## config.mk

```make
export PLATFORM = sky130hd
export DESIGN_NAME = cfg_serial_slave
export DESIGN_NICKNAME = d
export VERILOG_FILES = /design/src/rtl/cfg_pkg.sv /design/src/rtl/cfg_bus_sync.sv /design/src/rtl/cfg_byte_engine.sv /design/src/rtl/cfg_reg_bank.sv /design/src/rtl/cfg_serial_slave.sv
export SDC_FILE = /design/constraint.sdc
export NUM_CORES = 1
export LEC_CHECK = 0
export ABC_AREA = 1
export BUFFER_PORTS_ARGS = -buffer_cell sky130_fd_sc_hd__buf_4
export CAP_MARGIN = 10
export CORE_MARGIN = 4
export CORE_UTILIZATION = 38
export DETAILED_ROUTE_END_ITERATION = 8
export PLACE_DENSITY_LB_ADDON = 0.2
export SYNTH_ARGS = -nofsm -noshare
export SYNTH_HDL_FRONTEND = slang
export SYNTH_HIERARCHICAL = 1
export SYNTH_SLANG_ARGS = --single-unit
```

## constraint.sdc

```tcl
create_clock -name clk -period 3.2 [get_ports clk]
set_input_delay 0.16 -clock clk [delete_from_list [all_inputs] [get_ports clk]]
set_output_delay 0.16 -clock clk [all_outputs]
set_load 0.01 [all_outputs]
```

## src/rtl/cfg_pkg.sv

```systemverilog
package cfg_pkg;
  localparam int BYTE_W = 8;
  localparam int BIT_W  = $clog2(BYTE_W + 1);
  localparam int POS_W  = BYTE_W + 1;

  typedef enum logic [2:0] {
    ST_IDLE,
    ST_ADDR,
    ST_WRX,
    ST_ACK,
    ST_TX,
    ST_TXACK
  } eng_state_t;
endpackage

```

## src/rtl/cfg_bus_sync.sv

```systemverilog
module cfg_bus_sync #(
  parameter int STAGES = 2
) (
  input  logic clk,
  input  logic rst_n,
  input  logic scl_in,
  input  logic sda_in,
  output logic scl_s,
  output logic sda_s,
  output logic scl_rise,
  output logic scl_fall,
  output logic start_p,
  output logic stop_p
);
  localparam int LAST = STAGES - 1;

  logic [STAGES-1:0] scl_pipe;
  logic [STAGES-1:0] sda_pipe;
  logic              scl_d;
  logic              sda_d;

  always_ff @(posedge clk or negedge rst_n) begin
    if (!rst_n) begin
      scl_pipe <= '1;
      sda_pipe <= '1;
      scl_d    <= 1'b1;
      sda_d    <= 1'b1;
    end else begin
      scl_pipe <= {scl_pipe[STAGES-2:0], scl_in};
      sda_pipe <= {sda_pipe[STAGES-2:0], sda_in};
      scl_d    <= scl_pipe[LAST];
      sda_d    <= sda_pipe[LAST];
    end
  end

  assign scl_s    = scl_pipe[LAST];
  assign sda_s    = sda_pipe[LAST];
  assign scl_rise = scl_s & ~scl_d;
  assign scl_fall = ~scl_s & scl_d;
  assign start_p  = scl_s & scl_d & sda_d & ~sda_s;
  assign stop_p   = scl_s & scl_d & ~sda_d & sda_s;
endmodule

```

## src/rtl/cfg_byte_engine.sv

```systemverilog
module cfg_byte_engine
  import cfg_pkg::*;
#(
  parameter logic [6:0] DEV_ADDR = 7'h69
) (
  input  logic              clk,
  input  logic              rst_n,
  input  logic              sda_s,
  input  logic              scl_rise,
  input  logic              scl_fall,
  input  logic              start_p,
  input  logic              stop_p,
  output logic              sda_pull,
  output logic              rx_valid,
  input  logic              rx_ready,
  output logic [BYTE_W-1:0] rx_data,
  output logic [POS_W-1:0]  rx_idx,
  output logic [POS_W-1:0]  tx_pos,
  input  logic [BYTE_W-1:0] tx_data
);
  localparam logic [BIT_W-1:0] FULL = BIT_W'(BYTE_W);
  localparam logic [POS_W-1:0] HDR  = POS_W'(2);

  eng_state_t        st;
  logic [BYTE_W-1:0] shreg;
  logic [BIT_W-1:0]  bitcnt;
  logic [POS_W-1:0]  pos;
  logic              rw;
  logic              more;
  logic              byte_done;
  logic              pos_max;

  assign byte_done = (bitcnt == FULL);
  assign pos_max   = &pos;
  assign rx_valid  = (st == ST_WRX) && scl_fall && byte_done && (pos >= HDR);
  assign rx_data   = shreg;
  assign rx_idx    = pos - HDR;
  assign tx_pos    = pos;

  always_ff @(posedge clk or negedge rst_n) begin
    if (!rst_n) begin
      st       <= ST_IDLE;
      shreg    <= '0;
      bitcnt   <= '0;
      pos      <= '0;
      rw       <= 1'b0;
      more     <= 1'b0;
      sda_pull <= 1'b0;
    end else if (start_p) begin
      st       <= ST_ADDR;
      bitcnt   <= '0;
      pos      <= '0;
      sda_pull <= 1'b0;
    end else if (stop_p) begin
      st       <= ST_IDLE;
      sda_pull <= 1'b0;
    end else begin
      case (st)
        ST_ADDR, ST_WRX: begin
          if (scl_rise && !byte_done) begin
            shreg  <= {shreg[BYTE_W-2:0], sda_s};
            bitcnt <= bitcnt + 1'b1;
          end else if (scl_fall && byte_done) begin
            bitcnt <= '0;
            if (st == ST_ADDR) begin
              if (shreg[BYTE_W-1:1] == DEV_ADDR) begin
                rw       <= shreg[0];
                sda_pull <= 1'b1;
                st       <= ST_ACK;
              end else begin
                st <= ST_IDLE;
              end
            end else if ((pos < HDR) || rx_ready) begin
              sda_pull <= 1'b1;
              st       <= ST_ACK;
              if (!pos_max) pos <= pos + 1'b1;
            end else begin
              st <= ST_IDLE;
            end
          end
        end
        ST_ACK: begin
          if (scl_fall) begin
            if (rw) begin
              shreg    <= tx_data;
              sda_pull <= ~tx_data[BYTE_W-1];
              bitcnt   <= BIT_W'(1);
              st       <= ST_TX;
            end else begin
              sda_pull <= 1'b0;
              st       <= ST_WRX;
            end
          end
        end
        ST_TX: begin
          if (scl_fall) begin
            if (byte_done) begin
              sda_pull <= 1'b0;
              bitcnt   <= '0;
              st       <= ST_TXACK;
              if (!pos_max) pos <= pos + 1'b1;
            end else begin
              sda_pull <= ~shreg[BYTE_W-2];
              shreg    <= {shreg[BYTE_W-2:0], 1'b0};
              bitcnt   <= bitcnt + 1'b1;
            end
          end
        end
        ST_TXACK: begin
          if (scl_rise) begin
            more <= ~sda_s;
          end else if (scl_fall) begin
            if (more) begin
              shreg    <= tx_data;
              sda_pull <= ~tx_data[BYTE_W-1];
              bitcnt   <= BIT_W'(1);
              st       <= ST_TX;
            end else begin
              st <= ST_IDLE;
            end
          end
        end
        default: ;
      endcase
    end
  end
endmodule

```

## src/rtl/cfg_reg_bank.sv

```systemverilog
module cfg_reg_bank
  import cfg_pkg::*;
#(
  parameter int              NUM_REGS    = 16,
  parameter int              LEN_IDX     = 8,
  parameter logic [BYTE_W-1:0] LEN_DEFAULT = 8'h08,
  parameter int              PAIR_BASE   = 11,
  parameter int              NUM_PAIRS   = 2
) (
  input  logic                       clk,
  input  logic                       rst_n,
  input  logic                       start_p,
  input  logic                       stop_p,
  input  logic                       rx_valid,
  output logic                       rx_ready,
  input  logic [BYTE_W-1:0]          rx_data,
  input  logic [POS_W-1:0]           rx_idx,
  input  logic [POS_W-1:0]           tx_pos,
  output logic [BYTE_W-1:0]          tx_data,
  output logic [NUM_REGS*BYTE_W-1:0] cfg_regs
);
  localparam int PAIR_END = PAIR_BASE + 2 * NUM_PAIRS;

  logic [NUM_REGS-1:0]  got_vec;
  logic [NUM_PAIRS-1:0] pair_full;
  logic [BYTE_W-1:0]    len_q;

  assign len_q    = cfg_regs[LEN_IDX*BYTE_W +: BYTE_W];
  assign rx_ready = (rx_idx < POS_W'(NUM_REGS)) &&
                    !((rx_idx == POS_W'(LEN_IDX)) && (rx_data == '0));

  for (genvar p = 0; p < NUM_PAIRS; p++) begin : g_pair
    assign pair_full[p] = got_vec[PAIR_BASE + 2*p] & got_vec[PAIR_BASE + 2*p + 1];
  end

  for (genvar i = 0; i < NUM_REGS; i++) begin : g_reg
    localparam bit IN_PAIR = (i >= PAIR_BASE) && (i < PAIR_END);
    localparam logic [BYTE_W-1:0] RST = (i == LEN_IDX) ? LEN_DEFAULT : '0;
    logic              hit;
    logic [BYTE_W-1:0] val_q;

    assign hit = rx_valid && rx_ready && (rx_idx == POS_W'(i));

    if (IN_PAIR) begin : g_paired
      localparam int PIDX = (i - PAIR_BASE) / 2;
      logic [BYTE_W-1:0] stage_q;
      logic              got_q;

      always_ff @(posedge clk or negedge rst_n) begin
        if (!rst_n) begin
          val_q   <= RST;
          stage_q <= '0;
          got_q   <= 1'b0;
        end else if (start_p) begin
          got_q <= 1'b0;
        end else if (stop_p) begin
          if (pair_full[PIDX]) val_q <= stage_q;
          got_q <= 1'b0;
        end else if (hit) begin
          stage_q <= rx_data;
          got_q   <= 1'b1;
        end
      end
      assign got_vec[i] = got_q;
    end else begin : g_plain
      always_ff @(posedge clk or negedge rst_n) begin
        if (!rst_n)   val_q <= RST;
        else if (hit) val_q <= rx_data;
      end
      assign got_vec[i] = 1'b0;
    end

    assign cfg_regs[i*BYTE_W +: BYTE_W] = val_q;
  end

  always_comb begin
    tx_data = '1;
    if (tx_pos == '0) begin
      tx_data = len_q;
    end else begin
      for (int i = 0; i < NUM_REGS; i++) begin
        if ((tx_pos == POS_W'(i + 1)) && (POS_W'(i + 1) <= {1'b0, len_q}))
          tx_data = cfg_regs[i*BYTE_W +: BYTE_W];
      end
    end
  end
endmodule

```

## src/rtl/cfg_serial_slave.sv

```systemverilog
module cfg_serial_slave
  import cfg_pkg::*;
#(
  parameter logic [6:0]        DEV_ADDR    = 7'h69,
  parameter int                NUM_REGS    = 16,
  parameter int                LEN_IDX     = 8,
  parameter logic [BYTE_W-1:0] LEN_DEFAULT = 8'h08,
  parameter int                PAIR_BASE   = 11,
  parameter int                NUM_PAIRS   = 2,
  parameter int                SYNC_STAGES = 2
) (
  input  logic                       clk,
  input  logic                       rst_n,
  input  logic                       scl_in,
  input  logic                       sda_in,
  output logic                       sda_pull,
  output logic [NUM_REGS*BYTE_W-1:0] cfg_regs
);
  logic              scl_s, sda_s, scl_rise, scl_fall, start_p, stop_p;
  logic              rx_valid, rx_ready;
  logic [BYTE_W-1:0] rx_data, tx_data;
  logic [POS_W-1:0]  rx_idx, tx_pos;

  cfg_bus_sync #(.STAGES(SYNC_STAGES)) u_sync (
    .clk(clk), .rst_n(rst_n), .scl_in(scl_in), .sda_in(sda_in),
    .scl_s(scl_s), .sda_s(sda_s), .scl_rise(scl_rise), .scl_fall(scl_fall),
    .start_p(start_p), .stop_p(stop_p)
  );

  cfg_byte_engine #(.DEV_ADDR(DEV_ADDR)) u_eng (
    .clk(clk), .rst_n(rst_n), .sda_s(sda_s), .scl_rise(scl_rise),
    .scl_fall(scl_fall), .start_p(start_p), .stop_p(stop_p),
    .sda_pull(sda_pull), .rx_valid(rx_valid), .rx_ready(rx_ready),
    .rx_data(rx_data), .rx_idx(rx_idx), .tx_pos(tx_pos), .tx_data(tx_data)
  );

  cfg_reg_bank #(
    .NUM_REGS(NUM_REGS), .LEN_IDX(LEN_IDX), .LEN_DEFAULT(LEN_DEFAULT),
    .PAIR_BASE(PAIR_BASE), .NUM_PAIRS(NUM_PAIRS)
  ) u_bank (
    .clk(clk), .rst_n(rst_n), .start_p(start_p), .stop_p(stop_p),
    .rx_valid(rx_valid), .rx_ready(rx_ready), .rx_data(rx_data),
    .rx_idx(rx_idx), .tx_pos(tx_pos), .tx_data(tx_data), .cfg_regs(cfg_regs)
  );
endmodule

```

==> results of run 1 <==
-- power breakdown --
group | switching [mW] | internal (mW)
clock | 1.13 | 1.09
combinational | 1.70 | 0.572
sequential | 0.134 | 2.60
total | 2.96 | 4.26
-- timing repair --
action | 4_1_cts | 5_1_grt
gates resized for setup | 1 | 38
setup buffers | 0 | 3
cloned | 0 | 1
pin swaps | 0 | 4
hold buffers | 3 | 0
setup endpoints to repair | 9 | 143
hold endpoints to repair | 86 | 0
-- state kept, by name, indices dropped and copies added (netlist names), 2 cells and up --
signal / count
u_eng/bitcnt: 4
u_sync/scl_pipe: 2
u_bank/g.val_q: 128
u_eng/rx_data: 8
u_sync/sda_pipe: 2
u_bank/g.g_paired.got_q: 4
u_eng/st: 3
u_bank/g.g_paired.stage_q: 32
u_eng/tx_pos: 9
-- layout make-up --
cell class	count	area share, %
Inverter	167	5.05
Multi-Input combinational cell	902	36.5
Clock inverter	14	1.39
Sequential cell	197	39.2
Tap cell	335	3.33
Timing Repair Buffer	180	11.1
Clock buffer	18	3.49
-- critical path, cell delays in order (launching register included) --
cell	delay [ps]
dfrtp_1	470
nor2_2	200
nand2_2	160
inv_1	110
buf_4	210
nand4_1	110
nor3_1	170
buf_4	180
nand2_1	60
nand2_1	80
nand4_1	100
nor2_1	300
nand4_1	150
nor2_1	140
nand3_1	120
nand2_1	160
a22o_1	160
nand2_1	40
o21ai_0	80
-- Yosys cell counts, drive strengths merged --
cell     count
a2111oi      1
a21oi       23
a22o         1
a31oi        3
and3b        1
buf         23
clkbuf      15
clkinv       1
dfrtp      190
dfstp        7
ha           7
inv        166
mux2        16
nand2      384
nand3       73
nand3b      12
nand4       42
nor2       113
nor3        18
nor3b        1
nor4        10
o211ai       2
o21ai      174
o21bai       1
o22ai        1
or2          7
xnor2        1
xor2        10
-- cell families (layout without fill, tap and decap cells) --
| group | count (synthesis) | after routing | share of synthesized area [%] |
|---|---|---|---|
| AOI/OAI and AO/OA | 206 | 206 | 10.6 |
| adders and majority gates | 7 | 7 | 0.859 |
| buffers and inverters | 205 | 379 | 8.30 |
| DFF | 197 | 197 | 48.4 |
| and+or+nand+nor | 661 | 662 | 29.1 |
| muxes | 16 | 16 | 1.77 |
| xor gates and xnor gates | 11 | 11 | 0.945 |
-- layer usage --
layer / part of all wire [%] / wire, µm / up-vias
li1: - / - / 4531
met1: 46 / 15300 / 4587
met2: 46 / 15300 / 313
met3: 5.9 / 1950 / 37
met4: 1.9 / 630 / 0
met5: 0 / 0 / -
-- worst min path at each step --
stage,start,cells after the start,slack [ps],endpoint
4_1_cts,u_sync/sda_pipe[0],0,360,u_sync/sda_pipe[1]
3_3_place_gp,scl_in,1,270,u_sync/scl_pipe[0]
2_1_floorplan,rst_n,0,-140,u_bank/g_reg[0].val_q[0]
6_report,rst_n,2,330,u_eng/bitcnt[3]
3_5_place_dp,scl_in,1,280,u_sync/scl_pipe[0]
5_1_grt,u_sync/sda_pipe[0],0,360,u_sync/sda_pipe[1]
==> results.md, run 1 <==
- Status: completed
- TritonCTS clock tree: built
- Commonest non-fill, non-tap cell in the layout: nand2_1
- Filler Cells Inserted: 2,565
- GRT Overall Usage: between 20% and 30%
- Area Overhead vs Synth: 23.6%
- Hold violation total from the final report: 0
- GRT busiest layer: met2
- Met1 GRT Util: between 30 and 40%
- Most frequent cells in the layout: nand2_1, dfrtp_1, buf_4, o21ai_0, inv_1
- Worst Path Required: 3550 ps
- Skew-Pair Late Insertion Delay: 440 ps
- Cell accounting for the most synthesized area: dfrtp_1
- Pre-Repair DR Iteration Count: 7
- R2r endpoint: u_eng/rx_data[0]
- Worst Setup EP: u_eng/rx_data[0]
- Setup WS post-layout: 122 ps
- Gpl congestion: slightly above 0.9
- Layout Skew: 15.8 ps
- Crit path from: u_eng/tx_pos[4]
- Worst Hold Class: primary input to async pin
- Worst-path fanout max: 15
- Synth area leaders: dfrtp_1, nand2_1, o21ai_0
- Pwr dens: between 500 and 600 nW/µm²
- Multi-input logic area: 4590 µm²
- Average size of a mapped cell: 7.83 µm²
- Tightest Pin Transition: 994 ps
- Dpl hpwl: 23,500 µm
- Max Cap Viol: 0
- Detailed Route Iter0 Violations: between 900 and 1,000
- DRT Wirelength: approximately 33,000 µm
- Pwr Total: 7.22 mW
- Antenna violations before repair: 0
- Slew margin rel.: 33.3%
- Synth cell types: 45
- Area fraction of the dominant cell type after synthesis: 46.6%
- Die Span Y: about 170 µm
- Fraction of layout cells with a size suffix above 1: 21.1%
- Root buffer cell: clkbuf_16
- CTS clock-pin slew for the worst setup and hold paths: 80 ps
- Global-route wire length before repair: roughly 51,000 µm
- Post-layout net count: 1,476
- Crit Path Class: register to register
- Clock sink count: 197
- Synth Instances: 1,303
- Setup crit end kind: register
- Worst r2r src: u_eng/tx_pos[4]
- Setup TNS: 0 ps
- Seq/Total Area, Yosys: 48.4%
- Max IR drop VDD: 0.000404 V
- Via count: ~9,500
- Diode count: 0
- Finished Cell Area: 12,600 µm²
- #FFs+latches synth: 197
- Global routing usage on met3: 3.13%
- Largest net degree at the start of global routing: 89
- H-tree depth: 4
- Worst r2r path cells: 18
- Initial Utilization: 38.9%
- Clock Path Buffers: 2
- Net Count, Synth: ~1,300
- Final std cells w/o fill: 1,813
- Number of buffers created by CTS: 17
- FF/Latch Area: 4940 µm²
- FF-to-FF setup slack: 120 ps
- F_max: 0.325 GHz
- Fin. max-slew vios: 0
- Worst setup SP type: register
- Lkg Pwr: 6.22 nW
- FP Rows: 59
- Die Wd: roughly 170 µm
- Pre-CTS WS: 10.4 ps
- Vias in the first global route: 8,630
- Placed cell count: 1,774
- Wire per inst: 18.3 µm
- Total I/O pin count: 133
- Hold slack: 330 ps
- Core Area: between 20,000 and 30,000 µm²
- DRT antenna net count: 0
- Final period utilization: a little over nine tenths
- Port buffer count: 132
- Setup violators final: 0
- Vias/cell: 5.22
- Cell area after synthesis: 10,200 µm²
- Core Util, Final: 48.1%
- Total grt overflow: 0
- Die footprint: 29,500 µm²
- Placed Area: 11,700 µm²
- Min Tclk post-route: 3080 ps
- Drt drc: 0
- Met2 Usage GRT: 33.9%
- Ys Warns: 6
- CP arrival: 3430 ps
Power figures use the tool's default switching activity.
==> run 2: changes to the inputs <==
CORE_MARGIN = not set   (was 4)
==> run 2 against run 1 <==
The run now ends with DRC left; die area shrank 6.9%; clock skew is essentially flat; cell count grew 0.44%; non-clock buffer count grew 8; global-route usage grew 1.9 points; first-iteration DRC count shrank 14%; largest cell class unchanged; clock power grew 4%; combinational power is essentially flat; critical path type unchanged.
==> results.md, run 2 (synthesis results as in run 1) <==
- Root buffer cell: clkbuf_16
- Pwr Total: 7.31 mW (+1.3%)
- Core Area: 26,200 µm² (unchanged)
- Met2 Usage GRT: 37.5% (+3.6 points)
- Via count: 9,335 (-1.4%)
- Wire per inst: 18.0 µm (-2.0%)
- Global-route wire length before repair: 50,900 µm (+0.72%)
- Min Tclk post-route: 3040 ps (-39.1 ps)
- Worst Hold Class: primary input to async pin
- Vias in the first global route: 8,749 (+1.4%)
- Global routing usage on met3: 3.41% (+0.28 points)
- Die Span Y: 166 µm (-3.5%)
- Max Cap Viol: 0 (unchanged)
- Worst Path Required: 3490 ps (-60 ps)
- Max FFs per register: 128 (unchanged)
- Worst-path fanout max: 16 (+1)
- FP Rows: 59 (unchanged)
- Slew margin rel.: 39.7% (+6.5 points)
- Lkg Pwr: 6.19 nW (-0.43%)
- Filler Cells Inserted: 2,586 (+0.82%)
- Tightest Pin Transition: 903 ps (-90.8 ps)
- Pre-CTS WS: 131 ps (+121 ps)
- Worst setup SP type: register
- CP arrival: 3330 ps (-100 ps)
- Met1 GRT Util: 34.8% (+1.8 points)
- Layout Skew: 16.2 ps (+0.436 ps)
- Setup WS post-layout: 161 ps (+39.1 ps)
- Gpl congestion: 0.888 (-2.6%)
- DRT antenna net count: 0 (unchanged)
- Port buffer count: 132 (unchanged)
- Vias/cell: 5.13 (-1.8%)
- Final period utilization: 95.0% (-1.2 points)
- GRT busiest layer: met2
- TritonCTS clock tree: built
- DRT Wirelength: 32,700 µm (-1.6%)
- Die footprint: 27,500 µm² (-6.9%)
- Area Overhead vs Synth: 23.6% (unchanged)
- Post-layout net count: 1,484 (+0.54%)
- Setup violators final: 0 (unchanged)
- Largest net degree at the start of global routing: 93 (+4.5%)
- Dpl hpwl: 23,200 µm (-1.0%)
- Status: finished, violations left
- Initial Utilization: 38.9% (unchanged)
- Clock sink count: 197 (unchanged)
- FF/Latch Area: 4940 µm² (about the same)
- Hold violation total from the final report: 0 (unchanged)
- Multi-input logic area: 4530 µm² (-1.4%)
- H-tree depth: 4 (unchanged)
- F_max: 0.329 GHz (+1.3%)
- Setup crit end kind: register
- Clock Path Buffers: 2 (unchanged)
- Max IR drop VDD: 0.000364 V (-9.9%)
- Fraction of layout cells with a size suffix above 1: 21.1% (about the same)
- Fin. max-slew vios: 0 (unchanged)
- Pwr dens: 580 nW/µm² (+1.3%)
- GRT Overall Usage: 24.0% (+1.9 points)
- Crit Path Class: register to register
- Pre-Repair DR Iteration Count: 7 (unchanged)
- Total I/O pin count: 133 (unchanged)
- Die Wd: 166 µm (-3.5%)
- Drt drc: 4 (+4)
- CTS clock-pin slew for the worst setup and hold paths: 80 ps (about the same)
- Commonest non-fill, non-tap cell in the layout: nand2_1
- Number of buffers created by CTS: 17 (unchanged)
- Most flop-heavy register: u_bank/g.val_q
- Failing checks: DRC
- Total grt overflow: 0 (unchanged)
- Diode count: 0 (unchanged)
- Skew-Pair Late Insertion Delay: 450 ps (about the same)
- Detailed Route Iter0 Violations: 845 (-14%)
- Antenna violations before repair: 1 (+1)
- Most frequent cells in the layout: nand2_1, dfrtp_1, buf_4, o21ai_0, inv_1
-- run 2: cell count changes in the layout (fill, tap and decap cells not counted), moves of 2 or more --
cell      delta
nor2_2       +2
nor2_4       -2
clkinv_4     -2
buf_4       +10
dfrtp_1      +2
nand2_1      +3
dfrtp_2      -2
nand3_2      +2
nand2_4      -4
nand4_4      -2
-- run 2: per-stage QoR --
step / cells / hold slack (ps) / setup TNS, ps / area [µm²] / util [%]
3_3_place_gp: 1780 / 275 / 0 / 11800 / 44.9
6_report: 1821 / 358 / 0 / 12600 / 48.1
5_1_grt: 1821 / 366 / -227 / 12600 / 48.1
3_5_place_dp: 1780 / 275 / 0 / 11800 / 44.9
4_1_cts: 1815 / 358 / 0 / 12400 / 47.5
2_1_floorplan: 1303 / -136 / 0 / 10200 / -
-- run 2: worst max-delay path: stages, from the launching register on --
cell	delay (ps)
dfrtp_1	440
inv_1	110
ha_2	210
nand2_1	80
nor2_2	140
nand3_1	110
xor2_1	290
nor2_1	80
nand2_1	180
nor4_4	60
a31oi_2	170
nand2_2	150
nor3_4	260
buf_4	160
nand3_2	70
buf_4	210
nand2_1	60
o21ai_0	80
-- run 2: final cells by class --
type                       count  area share (%)
multi-input combinational    902            36.0
timing repair buffer         188            11.4
clock buffer                  17            3.38
clock inverter                15            1.69
tap                          335            3.33
inverter                     167            5.05
sequential                   197            39.2
-- run 2: path summary, 6_finish.rpt --
kind	from	endpoint	slack, ps	cells past startpoint
max in group asynchronous	rst_n	u_sync/sda_pipe[0]	1930	3
min in group clk	u_sync/sda_pipe[0]	u_sync/sda_pipe[1]	360	0
worst max-delay path	u_eng/tx_pos[1]	u_bank/g_reg[15].val_q[2]	160	17
worst min register to register	u_sync/sda_pipe[0]	u_sync/sda_pipe[1]	360	0
worst max register to register	u_eng/tx_pos[1]	u_bank/g_reg[15].val_q[2]	160	17
worst min-delay path	rst_n	u_bank/g_reg[0].val_q[0]	360	2
-- run 2: layer usage --
metal	vias to the layer above	part of all wire, %
met5	-	0
met4	0	1.7
met3	36	5.7
met2	297	46
met1	4454	46
li1	4548	-
-- run 2: where the power goes --
part | switching (mW) | internal (mW)
Clock | 1.16 | 1.16
Sequential | 0.138 | 2.60
Combinational | 1.66 | 0.607
-- run 2: timing repair --
item	in CTS	in global routing
hold endpoints to repair	90	0
buffers inserted	0	5
setup endpoints to repair	0	133
hold buffers	3	0
resized for setup	0	24
